## src/rtl/owt_pkg.sv

```systemverilog
package owt_pkg;
  // Strobes from control to datapath
  typedef struct packed {
    logic clear;   // zero both counters this cycle
    logic run;     // divider enabled
  } owtStrobe_t;
endpackage

```

## src/rtl/owt_ctrl.sv

```systemverilog
module owt_ctrl
  import owt_pkg::*;
#(
  parameter int DIV_W = 8,
  parameter int SEL_W = 2,
  parameter int EXP_W = 3
) (
  input  logic             clk,
  input  logic             rst_n,
  input  logic             divWrEn,
  input  logic [DIV_W-1:0] divWrData,
  output owtStrobe_t       strobe,
  output logic [SEL_W-1:0] preSel,
  output logic [EXP_W-1:0] expSel
);
  localparam int EN_BIT = DIV_W - 1;
  localparam int EXP_LO = SEL_W;
  localparam int EXP_HI = SEL_W + EXP_W - 1;

  logic [DIV_W-1:0] divReg;

  always_ff @(posedge clk) begin
    if (!rst_n)       divReg <= '0;
    else if (divWrEn) divReg <= divWrData;
  end

  always_comb begin
    strobe.run   = divReg[EN_BIT];
    strobe.clear = divWrEn || !divReg[EN_BIT];
    preSel       = divReg[SEL_W-1:0];
    expSel       = divReg[EXP_HI:EXP_LO];
  end

  // a write lands in the register on the next edge
  assert_write_capture_R7: assert property (@(posedge clk) disable iff (!rst_n)
    divWrEn |=> divReg == $past(divWrData));
  // the register comes out of reset disabled
  assert_reset_disabled_R1: assert property (@(posedge clk)
    $past(!rst_n) && rst_n |-> !divReg[EN_BIT]);
endmodule

```

## src/rtl/owt_datapath.sv

```systemverilog
module owt_datapath
  import owt_pkg::*;
#(
  parameter int SEL_W = 2,
  parameter int EXP_W = 3
) (
  input  logic             clk,
  input  logic             rst_n,
  input  owtStrobe_t       strobe,
  input  logic [SEL_W-1:0] preSel,
  input  logic [EXP_W-1:0] expSel,
  output logic             tick
);
  localparam int PRE_W = SEL_W + 1;
  localparam int POW_W = (1 << EXP_W) - 1;

  logic [PRE_W-1:0] preCnt, preMax;
  logic [POW_W-1:0] powCnt, powMax;
  logic preAtMax, powAtMax;

  // prescale 2*code+1 -> terminal count 2*code
  assign preMax = {preSel, 1'b0};

  // thermometer mask: 2^k - 1
  for (genvar i = 0; i < POW_W; i++) begin : g_powMask
    assign powMax[i] = (EXP_W'(i) < expSel);
  end

  assign preAtMax = (preCnt == preMax);
  assign powAtMax = (powCnt == powMax);

  always_ff @(posedge clk) begin
    if (!rst_n || strobe.clear) begin
      preCnt <= '0;
      powCnt <= '0;
    end else if (preAtMax) begin
      preCnt <= '0;
      powCnt <= powAtMax ? '0 : powCnt + 1'b1;
    end else begin
      preCnt <= preCnt + 1'b1;
    end
  end

  assign tick = strobe.run && preAtMax && powAtMax;

  // a clear leaves both counters at zero
  assert_clear_zeroes_R2: assert property (@(posedge clk) disable iff (!rst_n)
    strobe.clear |=> (preCnt == '0) && (powCnt == '0));
  // prescaler never passes its terminal count
  assert_pre_bound_R3: assert property (@(posedge clk) disable iff (!rst_n)
    preCnt <= preMax);
  // second stage advances only on a prescaler wrap
  assert_pow_hold_R4: assert property (@(posedge clk) disable iff (!rst_n)
    (!strobe.clear && !preAtMax) |=> $stable(powCnt));
  // tick is a single-cycle pulse when the ratio exceeds one
  assert_tick_width_R6: assert property (@(posedge clk) disable iff (!rst_n)
    (tick && !strobe.clear && ((preMax != '0) || (powMax != '0))) |=> !tick);
endmodule

```

## src/rtl/owt_clkdiv.sv

```systemverilog
module owt_clkdiv
  import owt_pkg::*;
#(
  parameter int SEL_W = 2,
  parameter int EXP_W = 3,
  parameter int DIV_W = 8
) (
  input  logic             clk,
  input  logic             rst_n,
  input  logic             divWrEn,
  input  logic [DIV_W-1:0] divWrData,
  output logic             tick
);
  owtStrobe_t       strobe;
  logic [SEL_W-1:0] preSel;
  logic [EXP_W-1:0] expSel;

  owt_ctrl #(.DIV_W(DIV_W), .SEL_W(SEL_W), .EXP_W(EXP_W)) u_ctrl (
    .clk(clk), .rst_n(rst_n), .divWrEn(divWrEn), .divWrData(divWrData),
    .strobe(strobe), .preSel(preSel), .expSel(expSel));

  owt_datapath #(.SEL_W(SEL_W), .EXP_W(EXP_W)) u_dp (
    .clk(clk), .rst_n(rst_n), .strobe(strobe), .preSel(preSel),
    .expSel(expSel), .tick(tick));

  // no tick in the cycle after reset
  assert_idle_after_reset_R2: assert property (@(posedge clk)
    $past(!rst_n) && rst_n && !divWrEn |-> !tick);
endmodule

```

## config.mk

```make
export PLATFORM = sky130hd
export DESIGN_NAME = owt_clkdiv
export DESIGN_NICKNAME = d
export VERILOG_FILES = /design/src/rtl/owt_pkg.sv /design/src/rtl/owt_ctrl.sv /design/src/rtl/owt_datapath.sv /design/src/rtl/owt_clkdiv.sv
export SDC_FILE = /design/constraint.sdc
export NUM_CORES = 1
export LEC_CHECK = 0
export ABC_AREA = 0
export BUFFER_PORTS_ARGS = -buffer_cell sky130_fd_sc_hd__buf_4
export CELL_PAD_IN_SITES_DETAIL_PLACEMENT = 1
export CELL_PAD_IN_SITES_GLOBAL_PLACEMENT = 1
export CORE_UTILIZATION = 25
export DETAILED_ROUTE_END_ITERATION = 8
export GPL_TIMING_DRIVEN = 0
export PLACE_DENSITY = 0.55
export SYNTH_ARGS = -nofsm -noshare
export SYNTH_HDL_FRONTEND = slang
export SYNTH_SLANG_ARGS = --single-unit
```

## constraint.sdc

```tcl
create_clock -name clk -period 1.95 [get_ports clk]
set_clock_uncertainty 0.15 [all_clocks]
set_input_delay 0.195 -clock clk [delete_from_list [all_inputs] [get_ports clk]]
set_output_delay 0.195 -clock clk [all_outputs]
set_load 0.01 [all_outputs]
```

==> results of run 1 <==
==> layout by cell type, fill, tap and decap left out, types with 2 or more instances in the layout <==
cell type,count
nand4b_1,4
nor4_1,3
buf_6,2
and3_1,2
nor2_1,4
nand3b_1,3
clkbuf_8,4
nor2b_1,6
nand3_1,2
dfxtp_4,3
ha_1,2
dfxtp_2,5
a31oi_1,2
xnor2_1,7
xor2_4,2
mux2i_1,6
buf_4,14
dfxtp_1,8
nor3_1,6
nand2_1,2
and3b_1,2
nand2b_1,2
o2111ai_1,2
a211oi_1,5
==> tightest hold or removal path: stages <==
cell,delay [ps]
buf_4,70
mux2i_1,50
nor2b_1,90
==> cells in the mapped netlist <==
cell	instances	share of area [%]
a211oi_1	5	3.9
a211oi_2	1	1.3
a21oi_1	1	0.52
a21oi_4	1	1.7
a22oi_1	1	0.79
a22oi_2	1	1.3
a31o_2	1	0.92
a31oi_1	2	1.3
and3_1	3	2.0
and3b_1	2	1.8
buf_1	1	0.39
buf_2	3	1.6
clkbuf_1	2	0.79
dfxtp_1	16	34
ha_1	2	2.6
mux2i_1	6	6.3
nand2_1	2	0.79
nand2b_1	3	2.0
nand3_1	2	1.0
nand3b_1	3	2.4
nand4b_1	4	3.7
nor2_1	4	1.6
nor2b_1	6	3.9
nor3_1	6	3.1
nor3_2	1	1.0
nor4_1	3	2.0
nor4b_2	1	1.6
o2111ai_1	2	1.8
o21ai_1	1	0.52
o311a_1	1	1.0
o31a_1	1	0.92
o31ai_1	1	0.79
or3_4	1	1.2
xnor2_1	7	6.4
xor2_2	2	3.4
==> power by group <==
part	switching (mW)	internal, mW
Combinational	0.0594	0.0661
Clock	0.125	0.179
Sequential	0.0128	0.333
Total	0.197	0.579
==> logic make-up after synthesis <==
group,share of synthesized area [%]
AOI/OAI and AO/OA,16.91
xor gates and xnor gates,9.830
adders and majority gates,2.621
buffers and inverters,2.752
DFF,33.55
muxes,6.291
and+or+nand+nor,28.05
==> flip-flops by register name (all words and copies together), names as in the netlist <==
name           cells
u_dp.preCnt        3
u_dp.powCnt        7
u_ctrl.divReg      6
==> cell type report <==
cell class                      count  area (um^2)
Tap cell                           48        60.06
Clock buffer                        4        55.05
Sequential cell                    16        337.8
Fill cell                         416         2425
Multi-Input combinational cell     77        643.1
Timing Repair Buffer               15        116.4
Buffer                              4        23.77
==> how the worst max path moves through the flow <==
stage	startpoint	endpoint	depth (start not counted)
2_1_floorplan	u_ctrl.divReg[0]	tick	4
3_3_place_gp	u_ctrl.divReg[3]	tick	6
3_5_place_dp	u_ctrl.divReg[3]	tick	6
4_1_cts	u_ctrl.divReg[4]	tick	6
5_1_grt	u_dp.preCnt[2]	tick	5
6_report	u_dp.preCnt[2]	tick	5
==> routing by layer <==
metal  GRT usage (%)  up-vias
met1           16.79      412
met5               0        -
met2           21.41       10
met3           3.393        3
met4           1.705        0
li1                -      406
==> repair_timing <==
| action | in CTS | in global routing |
|---|---|---|
| pin swaps | 3 | 6 |
| cloned | 0 | 0 |
| gates resized for setup | 9 | 10 |
| endpoints found under the setup margin | 1 | 1 |
| buffers inserted | 4 | 4 |
==> flow_metrics.py, run 1 <==
metrics = {
    "run_status": {
        "outcome": "finished with violations",
        "violations": "negative setup slack",
    },
    "final_layout": {
        "stdcell_count": 164,
        "final_util_pct": 33.77,
        "drive_gt1_share_pct": 34.48,
        "finalInstanceArea_um2": 1236,
        "syn_to_final_growth_pct": 29.49,
        "antennaDiodeCount": 0,
        "num-nets-final": 130,
    },
    "synthesis": {
        "synthCells": 99,
        "synth_nets": 112,
        "ys_types": 35,
        "synth_area_um2": 954.7,
        "syn_avg_cell_area_um2": 9.643,
        "yosysWarnings": 0,
        "synth_seq_area_share_pct": 33.55,
        "synth.ff_latch_count": 16,
    },
    "sta": {
        "period_share_pct": 100.6,
        "setup_viol_count_final": 1,
        "fin_crit_ps": 1963,
        "relSlewSlack_pct": 64.89,
        "holdWs_ps": 45.13,
        "tns_ps": -12.50,
        "hold_viol": 0,
        "rsz0062_at_grt": "yes",
        "worstMarginPinSlew_ps": 526.6,
        "setup_slack_ps": -12.50,
        "slew_viol_final": 0,
        "max_freq_ghz": 0.5096,
    },
    "setup_path": {
        "end_kind": "output pin",
        "cp_max_fo": 3,
        "critPathLaunchType": "flop",
        "crit_slowest_cell": "or3_4",
        "r2r_end": "u_dp.powCnt[6]",
        "crit_type": "reg2out",
        "cp_top_family": "simple AND/OR/NAND/NOR gates",
        "cp_cell_sequence": "xor2_4, or3_4, a21oi_4, and3_4, buf_6",
        "cpPeakStageDelay_ps": 400,
        "regToRegStartpoint": "u_ctrl.divReg[3]",
        "reg2regPathDepth": 7,
        "worstPathRequired_ps": 1600,
        "arrival_ps": 1620,
        "ff2ff_setup_slack_ps": 220,
        "critPathBufInv": 1,
    },
    "flow_run": {
        "max-cap-violations": 0,
    },
    "clocking": {
        "clockBufferDepth": 2,
        "cts_hold_buf": 0,
        "clk_pin_slew_ps": 70,
        "insertion_delay_ps": 260,
        "clock-sinks": 16,
        "cts_buffers": 3,
        "htreeDepth": 1,
        "cts_tree": "done",
        "clock-root-buffer": "clkbuf_8",
    },
    "routing": {
        "drc": 0,
        "finalWirelength_um": 2339,
        "drt_pre_antenna_iters": 4,
        "drt-initial-drc-count": 41,
        "viasPerCell": 5.067,
        "dr_wl_met3_um": 78,
        "maxUsedRoutingLayer": "met4",
        "met1_length_um": 1134,
        "ant_nets": 0,
        "wl_per_cell_um": 14.26,
        "wl_met2_um": 1114,
        "vias": 831,
    },
    "worst_hold_path": {
        "hold_path_depth": 3,
        "hold_end": "u_ctrl.divReg[2]",
        "holdCritStartpoint": "divWrData[2]",
        "min_path_type": "in2reg",
    },
    "global_route": {
        "grt.overflow.total": 0,
        "grt_pass1_wl_um": 4022,
        "first_global_vias": 837,
        "antenna_found_initial": 0,
        "grt_max_degree": 11,
        "track_usage_pct": 12.81,
    },
    "die": {
        "design.core.area_um2": 3661,
        "core.rowCount": 22,
        "die-area_um2": 4070,
        "initial_core_util_pct": 26.08,
        "die_w_um": 63.80,
        "num_io_pins": 12,
        "die_height_um": 63.80,
    },
    "placement": {
        "io_buffers": 7,
        "preCtsSetupSlack_ps": 35.54,
        "place_congestion": 0.7610,
        "dp_cells": 154,
        "place_area_um2": 1067,
        "hpwl_um": 1709,
    },
    "power_and_ir_drop": {
        "ir_drop_uv": 329.9,
        "powerDensity_nw_per_um2": 628.0,
        "p_leak_nw": 0.4461,
        "finalPower_mw": 0.7763,
    },
}
Power figures use the tool's default switching activity.
==> run 2: changes to the inputs <==
Settings changed: CTS_BUF_LIST set to sky130_fd_sc_hd__clkbuf_8, REMOVE_ABC_BUFFERS set to 1.
==> flow_metrics.py, run 2 (synthesis results as in run 1) <==
metrics = {
    "clocking": {
        "clockBufferDepth": 2,
        "clk_pin_slew_ps": 60,
        "htreeDepth": 1,
        "cts_tree": "done",
        "cts_buffers": 3,
        "clock-root-buffer": "clkbuf_8",
        "insertion_delay_ps": 250,
        "clock-sinks": 16,
        "cts_hold_buf": 0,
    },
    "die": {
        "initial_core_util_pct": 26.08,
        "core.rowCount": 22,
        "die_w_um": 63.80,
        "die-area_um2": 4070,
        "die_height_um": 63.80,
        "num_io_pins": 12,
        "design.core.area_um2": 3661,
    },
    "setup_path": {
        "crit_type": "reg2out",
        "arrival_ps": 1610,
        "cp-startpoint": "u_ctrl.divReg[1]",
        "critPathLaunchType": "flop",
        "worstPathRequired_ps": 1600,
        "cp_cell_sequence": "xor2_4, or3_4, a21oi_4, and3_4, buf_6",
        "regToRegStartpoint": "u_ctrl.divReg[1]",
        "cpPeakStageDelay_ps": 370,
        "end_kind": "output pin",
        "crit_slowest_cell": "or3_4",
        "cp_max_fo": 9,
    },
    "sta": {
        "relSlewSlack_pct": 74.18,
        "rsz0062_at_grt": "yes",
        "worstMarginPinSlew_ps": 386.2,
        "tns_ps": -5.785,
        "slew_viol_final": 0,
        "hold_viol": 0,
        "holdWs_ps": 52.02,
        "setup_slack_ps": -5.785,
        "max_freq_ghz": 0.5113,
        "period_share_pct": 100.3,
        "fin_crit_ps": 1956,
        "setup_viol_count_final": 1,
    },
    "power_and_ir_drop": {
        "powerDensity_nw_per_um2": 602.9,
        "p_leak_nw": 0.4172,
        "p_clk_share_pct": 34.8,
        "p_sw_mw": 0.1815,
        "swShare_pct": 25.46,
        "power_frac_seq_pct": 49.1,
        "p_comb_share_pct": 16.1,
        "ir_drop_uv": 224.1,
        "cellInternalPower_mw": 0.5313,
    },
    "final_layout": {
        "drive_gt1_share_pct": 34.55,
        "syn_to_final_growth_pct": 23.85,
        "antennaDiodeCount": 0,
        "layout_common_cells": "13 x buf_4, 10 x dfxtp_2, 7 x xnor2_1",
        "largest_register_ff_count": 7,
        "top_register": "u_dp.powCnt",
        "finalInstanceArea_um2": 1182,
        "num-nets-final": 125,
        "reg_top3": "u_dp.powCnt (7), u_ctrl.divReg (6), u_dp.preCnt (3)",
        "final_common_cell": "buf_4",
        "final_util_pct": 32.30,
    },
    "placement": {
        "place_congestion": 0.7434,
        "place_area_um2": 1056,
        "io_buffers": 9,
        "hpwl_um": 1630,
    },
    "global_route": {
        "antenna_found_initial": 0,
        "grt_max_degree": 11,
        "grt.overflow.total": 0,
        "first_global_vias": 808,
        "track_usage_pct": 11.97,
        "grt_pass1_wl_um": 3781,
    },
    "routing": {
        "dr_wl_met3_um": 40,
        "viasPerCell": 5.019,
        "maxUsedRoutingLayer": "met4",
        "drt_pre_antenna_iters": 4,
        "wl_per_cell_um": 14.08,
        "vias": 793,
        "met1_length_um": 1110,
        "ant_nets": 0,
        "drc": 0,
        "finalWirelength_um": 2224,
        "wl_met2_um": 1032,
        "drt-initial-drc-count": 16,
    },
    "flow_run": {
        "max-cap-violations": 0,
    },
    "run_status": {
        "violations": "negative setup slack",
        "outcome": "finished with violations",
    },
    "worst_hold_path": {
        "min_path_type": "in2reg",
        "holdCritStartpoint": "divWrData[4]",
    },
}
[run 2: cell count changes in the layout (fill, tap and decap cells not counted), sizes merged]
cell / before / now
buf: 18 / 14
clkbuf: 5 / 3
[run 2: path summary, 6_finish.rpt]
| path | end | slack [ps] | cells past startpoint |
|---|---|---|---|
| setup reg to reg | u_dp.powCnt[2] | 230 | 6 |
| setup / recovery | tick | -6 | 5 |
| hold / removal | u_ctrl.divReg[4] | 50 | 3 |
| hold reg to reg | u_dp.preCnt[2] | 410 | 2 |
[run 2: layer usage]
layer | track usage, % | vias up
met4 | 5.114 | 0
li1 | - | 396
met5 | 0 | -
met2 | 19.28 | 10
met1 | 15.90 | 383
met3 | 1.607 | 4
[run 2: power by group through the flow]
stage | combinational [mW] | sequential, mW | clock, mW
floorplan | 0.0615 | 0.352 | 0
global placement | 0.0911 | 0.356 | 0
detailed placement | 0.0932 | 0.356 | 0
CTS | 0.114 | 0.350 | 0.256
global route | 0.123 | 0.352 | 0.270
finish | 0.115 | 0.350 | 0.248
[run 2: stage by stage]
step                      std cells  setup WS (ps)  power, mW
after floorplan                  93          271.2     0.4133
after global placement          150          14.35     0.4470
after detailed placement        150          30.66     0.4492
after CTS                       158         -7.144     0.7203
after global routing            158         -60.16     0.7451
final                           158         -5.785     0.7128
[run 2: layout make-up]
type | count | area (um^2)
fill | 418 | 2479
sequential | 16 | 336.6
clock buffer | 3 | 41.29
tap | 48 | 60.06
timing repair buffer | 14 | 108.9
multi-input combinational | 77 | 635.6
[run 2: worst max-delay path, delay by kind of cell (launching register included)]
kind,cells,cell delay (ps)
AO/OA/AOI/OAI,1,130
XOR/XNOR,1,220
buffers and inverters,1,100
flip-flops,1,350
AND/OR/NAND/NOR,2,570
[run 2: repair_timing]
item,4_1_cts,5_1_grt
pin swaps,3,1
setup buffers,5,0
setup endpoints to repair,1,1
gates resized for setup,14,2
endpoints found under the hold margin,0,0
